$ cat config.mk
export PLATFORM = sky130hd
export DESIGN_NAME = epf_top
export DESIGN_NICKNAME = d
export VERILOG_FILES = /design/src/rtl/epf_pkg.sv /design/src/rtl/epf_dn_gen.sv /design/src/rtl/epf_up_chk.sv /design/src/rtl/epf_top.sv
export SDC_FILE = /design/constraint.sdc
export NUM_CORES = 1
export LEC_CHECK = 0
export CAP_MARGIN = 5
export CORE_UTILIZATION = 25
export CTS_CLUSTER_SIZE = 10
export DETAILED_ROUTE_END_ITERATION = 8
export PLACE_DENSITY = 0.46
export SYNTH_ARGS = -nofsm -noshare
export SYNTH_HDL_FRONTEND = slang
export SYNTH_SLANG_ARGS = --single-unit
$ cat constraint.sdc
create_clock -name clk -period 4.8 [get_ports clk]
set_input_delay 0.48 -clock clk [delete_from_list [all_inputs] [get_ports clk]]
set_output_delay 0.48 -clock clk [all_outputs]
set_load 0.02 [all_outputs]
$ cat src/rtl/epf_pkg.sv
package epf_pkg;
  // Even parity bit over a zero-extended vector: xor of all bits.
  function automatic logic epf_even(input logic [63:0] vec);
    return ^vec;
  endfunction
endpackage

$ cat src/rtl/epf_dn_gen.sv
module epf_dn_gen #(
  parameter int unsigned DW = 32,
  parameter int unsigned BW = 4
) (
  input  logic          clk,
  input  logic          rst_n,
  input  logic          in_valid,
  input  logic [DW-1:0] in_data,
  input  logic [BW-1:0] in_ben,
  input  logic          in_last,
  input  logic          in_poison,
  output logic          ph_o,
  output logic [DW-1:0] dat_o,
  output logic [BW-1:0] ben_o,
  output logic          par_en_o,
  output logic          par_o
);
  import epf_pkg::*;

  logic          ph_q, paren_q, par_q, pois_q, inpkt_q, lat_q;
  logic [DW-1:0] dat_q;
  logic [BW-1:0] ben_q;
  logic          inpkt_d, lat_d, pois_eff, par_d;

  always_comb begin
    pois_eff = inpkt_q ? lat_q : in_poison;
    inpkt_d  = in_valid ? !in_last : inpkt_q;
    lat_d    = (in_valid && !inpkt_q) ? in_poison : lat_q;
    par_d    = epf_even(64'({dat_q, ben_q})) ^ pois_q;
  end

  always_ff @(posedge clk or negedge rst_n) begin
    if (!rst_n) begin
      ph_q    <= 1'b0;
      paren_q <= 1'b0;
      par_q   <= 1'b0;
      pois_q  <= 1'b0;
      inpkt_q <= 1'b0;
      lat_q   <= 1'b0;
      dat_q   <= '0;
      ben_q   <= '0;
    end else begin
      ph_q    <= in_valid;
      paren_q <= ph_q;
      inpkt_q <= inpkt_d;
      lat_q   <= lat_d;
      if (in_valid) begin
        dat_q  <= in_data;
        ben_q  <= in_ben;
        pois_q <= pois_eff;
      end
      if (ph_q) par_q <= par_d;
    end
  end

  assign ph_o     = ph_q;
  assign dat_o    = dat_q;
  assign ben_o    = ben_q;
  assign par_en_o = paren_q;
  assign par_o    = par_q;

  a_r3_par_after_phase: assert property (@(posedge clk) disable iff (!rst_n)
    ph_q |=> paren_q);
  a_r5_flag_held_in_pkt: assert property (@(posedge clk) disable iff (!rst_n)
    (in_valid && inpkt_q) |=> $stable(lat_q));
endmodule

$ cat src/rtl/epf_up_chk.sv
module epf_up_chk #(
  parameter int unsigned DW = 32,
  parameter int unsigned BW = 4,
  parameter int unsigned LW = 8
) (
  input  logic          clk,
  input  logic          rst_n,
  input  logic          ph_i,
  input  logic [DW-1:0] dat_i,
  input  logic [BW-1:0] ben_i,
  input  logic          last_i,
  input  logic          par_i,
  output logic          dv_o,
  output logic [DW-1:0] data_o,
  output logic          derr_o,
  output logic          hv_o,
  output logic          hp_o,
  output logic [LW-1:0] hl_o
);
  import epf_pkg::*;

  logic          ph_q, last_q, acc_q, dv_q, derr_q, hv_q, hp_q;
  logic [DW-1:0] dat_q, out_q;
  logic [BW-1:0] ben_q;
  logic [LW-1:0] cnt_q, hl_q;
  logic          bad, acc_d, close;
  logic [LW-1:0] cnt_d;

  always_comb begin
    bad   = ph_q && (par_i != epf_even(64'({dat_q, ben_q})));
    close = ph_q && last_q;
    acc_d = acc_q;
    cnt_d = cnt_q;
    if (ph_q) begin
      acc_d = close ? 1'b0 : (acc_q | bad);
      cnt_d = close ? '0 : cnt_q + 1'b1;
    end
  end

  always_ff @(posedge clk or negedge rst_n) begin
    if (!rst_n) begin
      ph_q   <= 1'b0;
      last_q <= 1'b0;
      dat_q  <= '0;
      ben_q  <= '0;
      acc_q  <= 1'b0;
      cnt_q  <= '0;
      dv_q   <= 1'b0;
      out_q  <= '0;
      derr_q <= 1'b0;
      hv_q   <= 1'b0;
      hp_q   <= 1'b0;
      hl_q   <= '0;
    end else begin
      ph_q  <= ph_i;
      dv_q  <= ph_q;
      hv_q  <= close;
      acc_q <= acc_d;
      cnt_q <= cnt_d;
      if (ph_i) begin
        dat_q  <= dat_i;
        ben_q  <= ben_i;
        last_q <= last_i;
      end
      if (ph_q) begin
        out_q  <= dat_q;
        derr_q <= bad;
      end
      if (close) begin
        hp_q <= acc_q | bad;
        hl_q <= cnt_q + 1'b1;
      end
    end
  end

  assign dv_o   = dv_q;
  assign data_o = out_q;
  assign derr_o = derr_q;
  assign hv_o   = hv_q;
  assign hp_o   = hp_q;
  assign hl_o   = hl_q;

  a_r8_hdr_with_last_data: assert property (@(posedge clk) disable iff (!rst_n)
    hv_q |-> dv_q);
  a_r8_len_nonzero: assert property (@(posedge clk) disable iff (!rst_n)
    hv_q |-> (hl_q != '0));
  a_r9_acc_cleared: assert property (@(posedge clk) disable iff (!rst_n)
    hv_q |-> (!acc_q && cnt_q == '0));
  a_r7_error_sticks: assert property (@(posedge clk) disable iff (!rst_n)
    (bad && !last_q) |=> acc_q);
endmodule

$ cat src/rtl/epf_top.sv
module epf_top #(
  parameter int unsigned DW = 32,
  parameter int unsigned BW = 4,
  parameter int unsigned LW = 8
) (
  input  logic          clk,
  input  logic          rst_n,
  input  logic          dn_valid,
  input  logic [DW-1:0] dn_data,
  input  logic [BW-1:0] dn_ben,
  input  logic          dn_last,
  input  logic          dn_poison,
  output logic          bus_phase_o,
  output logic [DW-1:0] bus_dat_o,
  output logic [BW-1:0] bus_ben_o,
  output logic          bus_par_en_o,
  output logic          bus_parity_o,
  input  logic          bus_phase_i,
  input  logic [DW-1:0] bus_dat_i,
  input  logic [BW-1:0] bus_ben_i,
  input  logic          bus_last_i,
  input  logic          bus_parity_i,
  output logic          up_dv_o,
  output logic [DW-1:0] up_data_o,
  output logic          up_derr_o,
  output logic          up_hdr_valid_o,
  output logic          up_hdr_poison_o,
  output logic [LW-1:0] up_hdr_len_o
);
  logic [1:0] rsync_q;
  logic       rst_s_n;

  always_ff @(posedge clk or negedge rst_n) begin
    if (!rst_n) rsync_q <= 2'b00;
    else        rsync_q <= {rsync_q[0], 1'b1};
  end
  assign rst_s_n = rsync_q[1];

  epf_dn_gen #(.DW(DW), .BW(BW)) u_dn (
    .clk(clk), .rst_n(rst_s_n),
    .in_valid(dn_valid), .in_data(dn_data), .in_ben(dn_ben),
    .in_last(dn_last), .in_poison(dn_poison),
    .ph_o(bus_phase_o), .dat_o(bus_dat_o), .ben_o(bus_ben_o),
    .par_en_o(bus_par_en_o), .par_o(bus_parity_o)
  );

  epf_up_chk #(.DW(DW), .BW(BW), .LW(LW)) u_up (
    .clk(clk), .rst_n(rst_s_n),
    .ph_i(bus_phase_i), .dat_i(bus_dat_i), .ben_i(bus_ben_i),
    .last_i(bus_last_i), .par_i(bus_parity_i),
    .dv_o(up_dv_o), .data_o(up_data_o), .derr_o(up_derr_o),
    .hv_o(up_hdr_valid_o), .hp_o(up_hdr_poison_o), .hl_o(up_hdr_len_o)
  );
endmodule

Yosys cells after proc, flatten, opt, wreduce, memory -nomap -nowiden
Index checks and enable logic that the tools add are counted.
{"block": "word_totals", "register_bits": 135, "latchBits": 0, "ram_bits": 0, "romBits": 0, "inputBits": 80, "output_inout_bits": 83, "memories": 0}
{"block": "classes", "add_sub_neg": 1, "mul": 0, "div_mod_pow": 0, "magnitude_cmp": 0, "eq_ne": 1, "shift": 0, "muxes": 3, "n_bitwise": 2, "reduce_logical": 7}
{"cell": "XOR reduction 64 bit", "n": 2}
{"cell": "adder 8 x 1 -> 8 bit, second input constant", "n": 1}
{"cell": "two-way mux 8 bit", "n": 1}
{"cell": "logical AND 1 bit", "n": 3}
{"cell": "zero test 1 bit", "n": 2}
{"cell": "two-way mux 1 bit", "n": 2}
{"cell": "inequality test 1 bit", "n": 1}
{"cell": "bitwise OR 1 bit", "n": 1}
{"cell": "XOR 1 bit", "n": 1}

Depth between registers and ports, before layout
{"block": "depth", "ltp_word": 5, "ltp_mapped": 6}

Hierarchy
From an unflattened synthesis, not the netlist that was laid out.
{"block": "unflattened", "cells_unflattened": 395, "area_unflattened_um2": 5669.2}
{"mod": "epf_up_chk", "n_inst": 1, "cells_per_inst": 267, "area_each_um2": 3763.6}
{"mod": "epf_dn_gen", "n_inst": 1, "cells_per_inst": 125, "area_each_um2": 1851.8}
{"mod": "epf_top", "n_inst": 1, "cells_per_inst": 3, "area_each_um2": 53.8}

Worst setup path after synthesis
No wires, ideal clock.
{"block": "synth_path", "path_kind": "register to register", "start": "reg u_dn.dat_q[10] (netlist: u_dn.dat_o[10])", "end": "reg u_dn.par_q (netlist: u_dn.par_o)", "setup_time_ps": 125, "t_arrival_ps": 1741, "required_ps": 4675, "slack_ps": 2934, "path_stages_with_launch": 7, "path_buffers": 0, "period_less_slack_ps": 1866, "path_cell_list": "dfrtp_1 xor2_1 xnor2_1 xnor2_1 xnor3_1 xnor2_1 mux2_2"}
{"block": "synth_via", "elab_chain_cells": 2}
{"item": "start: declaration", "line": "epf_dn_gen.sv:21", "text": "logic [DW-1:0] dat_q;"}
{"item": "start signal: assignment", "line": "epf_dn_gen.sv:48", "text": "dat_q <= in_data;"}
{"item": "XOR reduction 64 bit", "line": "epf_pkg.sv:4", "text": "return ^vec;"}
{"item": "XOR 1 bit", "line": "epf_dn_gen.sv:29", "text": "par_d = epf_even(64'({dat_q, ben_q})) ^ pois_q;"}
{"item": "end signal: assignment", "line": "epf_dn_gen.sv:52", "text": "if (ph_q) par_q <= par_d;"}
{"item": "end: declaration", "line": "epf_dn_gen.sv:20", "text": "logic ph_q, paren_q, par_q, pois_q, inpkt_q, lat_q;"}
Every way passes these cells.
A chain may end at the register's enable or synchronous reset.

Worst setup path after layout
{"block": "layout_path", "start": "reg u_up.dat_q[10]", "end": "reg u_up.derr_q (netlist: u_up.derr_o)"}
{"block": "layout_via", "elab_chain_cells": 3}
{"item": "start: declaration", "line": "epf_up_chk.sv:23", "text": "logic [DW-1:0] dat_q, out_q;"}
{"item": "start signal: assignment", "line": "epf_up_chk.sv:61", "text": "dat_q <= dat_i;"}
{"item": "XOR reduction 64 bit", "line": "epf_pkg.sv:4"}
{"item": "inequality test 1 bit", "line": "epf_up_chk.sv:30", "text": "bad = ph_q && (par_i != epf_even(64'({dat_q, ben_q})));"}
{"item": "logical AND 1 bit", "line": "epf_up_chk.sv:30"}
{"item": "end signal: assignment", "line": "epf_up_chk.sv:50", "text": "derr_q <= 1'b0;"}
{"item": "end signal: assignment", "line": "epf_up_chk.sv:67", "text": "derr_q <= bad;"}
{"item": "end: declaration", "line": "epf_up_chk.sv:22", "text": "logic ph_q, last_q, acc_q, dv_q, derr_q, hv_q, hp_q;"}
Every way passes these cells.

==> run summary <==
Status = complete, but fails checks
Failing checks = design-rule violations
Most common cell after layout, fill and taps aside = clkdlybuf4s50_1
Tot GR Track Use = 12.4%
Clock root cell = clkbuf_16
Routed via count = 3597
Tightest Pin Transition = 937 ps
Setup TNS Final = 0 ps
Vias/cell = 4.18
Number of distinct library cells after synthesis = 23
Psw = 1.04 mW
RR Startpoint = u_up.dat_q[10]
Power Total = 3.72 mW
Die H = 153 um
Post-CTS Hold Buffers = 0
Reg2reg end = u_up.derr_o
Commonest non-fill, non-tap cells in the layout = clkdlybuf4s50_1 (160), dfrtp_1 (133), mux2_2 (107), xnor2_1 (63), clkbuf_16 (17)
Row count = 54
CP cell instances = xor2_1 -> xnor2_1 -> xnor2_1 -> xnor3_1 -> xnor2_1 -> mux2i_1
First drt pass iteration count = 9
CTS Buf Count = 17
Setup bufs post-CTS = 0
Vias in the first global route = 4076
Main area contributors after synthesis = dfrtp_1 (59%), mux2_2 (21%), xnor2_1 (9.7%), xor2_1 (1.7%), o21ai_0 (1.1%)
Slew HR = 37.5%
Slowest stage cell, crit path = xnor3_1
Fmax = 518 MHz
Maximum clock path buffer count = 2
Clock H-tree levels = 4
RSZ-0062 raised after global routing = false
Diode count = 0
Die area = 23300 um2
DR DRC count = 17
Routed WL per cell = 15.6 um
CTS sink cnt = 135
Combinational power share = 27.5%
Final core occ = 37.3%
Average cell area after synthesis = 14.2 um2
Total wire length = 13.4 mm
Initial core utilization = 25.8%
Worst hold path type = input port to async pin
Pre-CTS setup slack = 2490 ps
Nets = 649
Endpoints failing setup = 0
VDD IR-drop max = 0.000186 V
Clock skew = 8.47 ps
Synthesized flop and latch total = 135
Antenna violations before repair = 0
CP Launch Point = u_up.dat_q[10]
CP delay by family, top = XOR/XNOR gates
Crit path time final = 1930 ps
CP peak stage delay = 460 ps
Syn nets = 480
Critical path arrival = 2180 ps
Worst skew pair latency = 400 ps
CTS tree = done
Switch share = 27.9%
WP depth = 6
CP Capture Point = u_up.derr_o
Final instance area = 8210 um2
Required time of the worst setup path = 5060 ps
Sequential power share = 37.8%
Post-route ant nets = 0
CP Class = flip-flop to flip-flop
Port bufs = 162
Yosys top cell area share = 59.5%
Gpl congestion = 0.762
Max_cap viols = 0
Post-DP Area = 7610 um2
CP bufs+invs = 0
Total grt overflow = 0
Power per Cell Area = 453 nW/um2
Worst Reg-to-Reg Cells = 6
Hold Fails Final Rpt = 0
Core ar. = 22000 um2
Largest net degree at the start of global routing = 54
Seq/Total Area, Yosys = 59.5%
Reg2Reg Setup Slack = 2870 ps
Slew Viols, Final = 0
Cells after synthesis = 399
DIE WIDTH = 153 um
Layout cells sized above 1 = 24.8%
Reg clk slew, reported paths = 60 ps
DP HPWL = 9.39 mm
Critical Path Most Common Cell = xnor2_1
1st-iter DRT viols = 125
PnR worst setup slack = 2870 ps
Resized cells post-CTS = 0
Syn-to-layout area delta = 44.5%
IO Pins = 163
First-pass GRT wire length = 22.5 mm
Synth area leader = dfrtp_1
Pleak = 3.31 nW
Critical Path End Type = flip-flop
Synth Cell Area = 5680 um2
Critical path peak fanout = 3
Int Power = 2.68 mW
Synth warn = 0
Fin crit share = 40.2%
Setup crit start kind = flip-flop
Clk network pwr share = 34.6%
per-stage QoR:
| stage | hold slack (ps) | std cells |
|---|---|---|
| after floorplan | 184 | 399 |
| after global placement | 313 | 829 |
| after detailed placement | 321 | 829 |
| after CTS | 206 | 861 |
| after global routing | 215 | 861 |
| final | 234 | 861 |
worst reg2reg max path: stages, from the launching register on:
cell and delay (ps):
dfrtp_1 400, xor2_1 180, xnor2_1 140, xnor2_1 260, xnor3_1 460, xnor2_1 240
mux2i_1 110
kinds of logic (layout without fill, tap and decap cells):
kind of cell / Yosys count / after routing / synth area share (%)
multiplexers: 110 / 110 / 21.7
adder cells (fa/ha/maj): 1 / 1 / 0.220
flip-flops: 135 / 135 / 59.5
AND/OR/NAND/NOR: 27 / 27 / 2.20
other: 1 / 1 / 0.0660
XOR/XNOR: 76 / 76 / 12.2
AO/OA/AOI/OAI: 26 / 26 / 2.58
buffers and inverters: 23 / 205 / 1.52
worst min-delay path by stage:
| stage | start | endpoint | slack, ps | cells past startpoint |
|---|---|---|---|---|
| after floorplan | rst_n | rsync_q[0] | 180 | 0 |
| after global placement | rsync_q[1] | u_up.hl_o[2] | 310 | 0 |
| after detailed placement | rsync_q[1] | u_up.hl_o[2] | 320 | 0 |
| after CTS | rst_n | rsync_q[1] | 210 | 1 |
| after global routing | rst_n | rsync_q[1] | 210 | 1 |
| final | rst_n | rsync_q[1] | 230 | 1 |
flip-flops by register name, indices dropped and copies added (netlist names):
signal	cells
u_dn.par_en_o	1
u_up.hp_o	1
rsync_q	2
u_up.derr_o	1
u_dn.lat_q	1
u_up.dv_o	1
u_up.ph_q	1
u_up.cnt_q	8
u_up.data_o	32
u_up.ben_q	4
u_dn.ph_o	1
u_up.hv_o	1
u_up.last_q	1
u_dn.pois_q	1
u_dn.ben_o	4
u_up.dat_q	32
u_up.acc_q	1
u_dn.par_o	1
u_dn.inpkt_q	1
u_dn.dat_o	32
u_up.hl_o	8
cell usage after synthesis:
cell type and n:
and3_1 2, conb_1 1, o21ai_0 13, a22o_1 2, nand2b_1 3, xnor3_1 2, a31oi_1 1, nand3_1 3
xnor2_1 63, nand2_1 11, o21a_1 1, clkbuf_1 11, buf_1 4, o22ai_1 4, inv_1 8, dfrtp_1 135
nor2_1 6, mux2i_1 3, ha_1 1, mux2_2 107, nor3b_1 2, xor2_1 11, a21oi_1 5
power by group through the flow:
stage | Sequential (mW) | Clock, mW | Combinational [mW]
5_1_grt | 1.43 | 1.39 | 1.12
6_report | 1.41 | 1.29 | 1.03
2_1_floorplan | 1.54 | 0 | 0.533
3_3_place_gp | 1.42 | 0 | 1.04
4_1_cts | 1.41 | 1.34 | 1.05
3_5_place_dp | 1.43 | 0 | 1.05
layer usage:
metal | global-route usage, % | share of wire (%) | wire (um) | vias up
li1 | - | - | - | 1701
met4 | 3.32 | 0.58 | 78 | 0
met5 | 0 | 0 | 0 | -
met1 | 15.1 | 43 | 5820 | 1760
met2 | 19.0 | 45 | 6040 | 131
met3 | 6.34 | 11 | 1460 | 5
area by class of cell:
cell class	instances	area (um2)
fill	2128	13800
sequential	135	3380
multi-input combinational	241	2220
timing repair buffer	165	1630
clock buffer	26	529
tap	280	350
clock inverter	6	63.8
inverter	8	30.0
(Power assumes the default switching activity.)
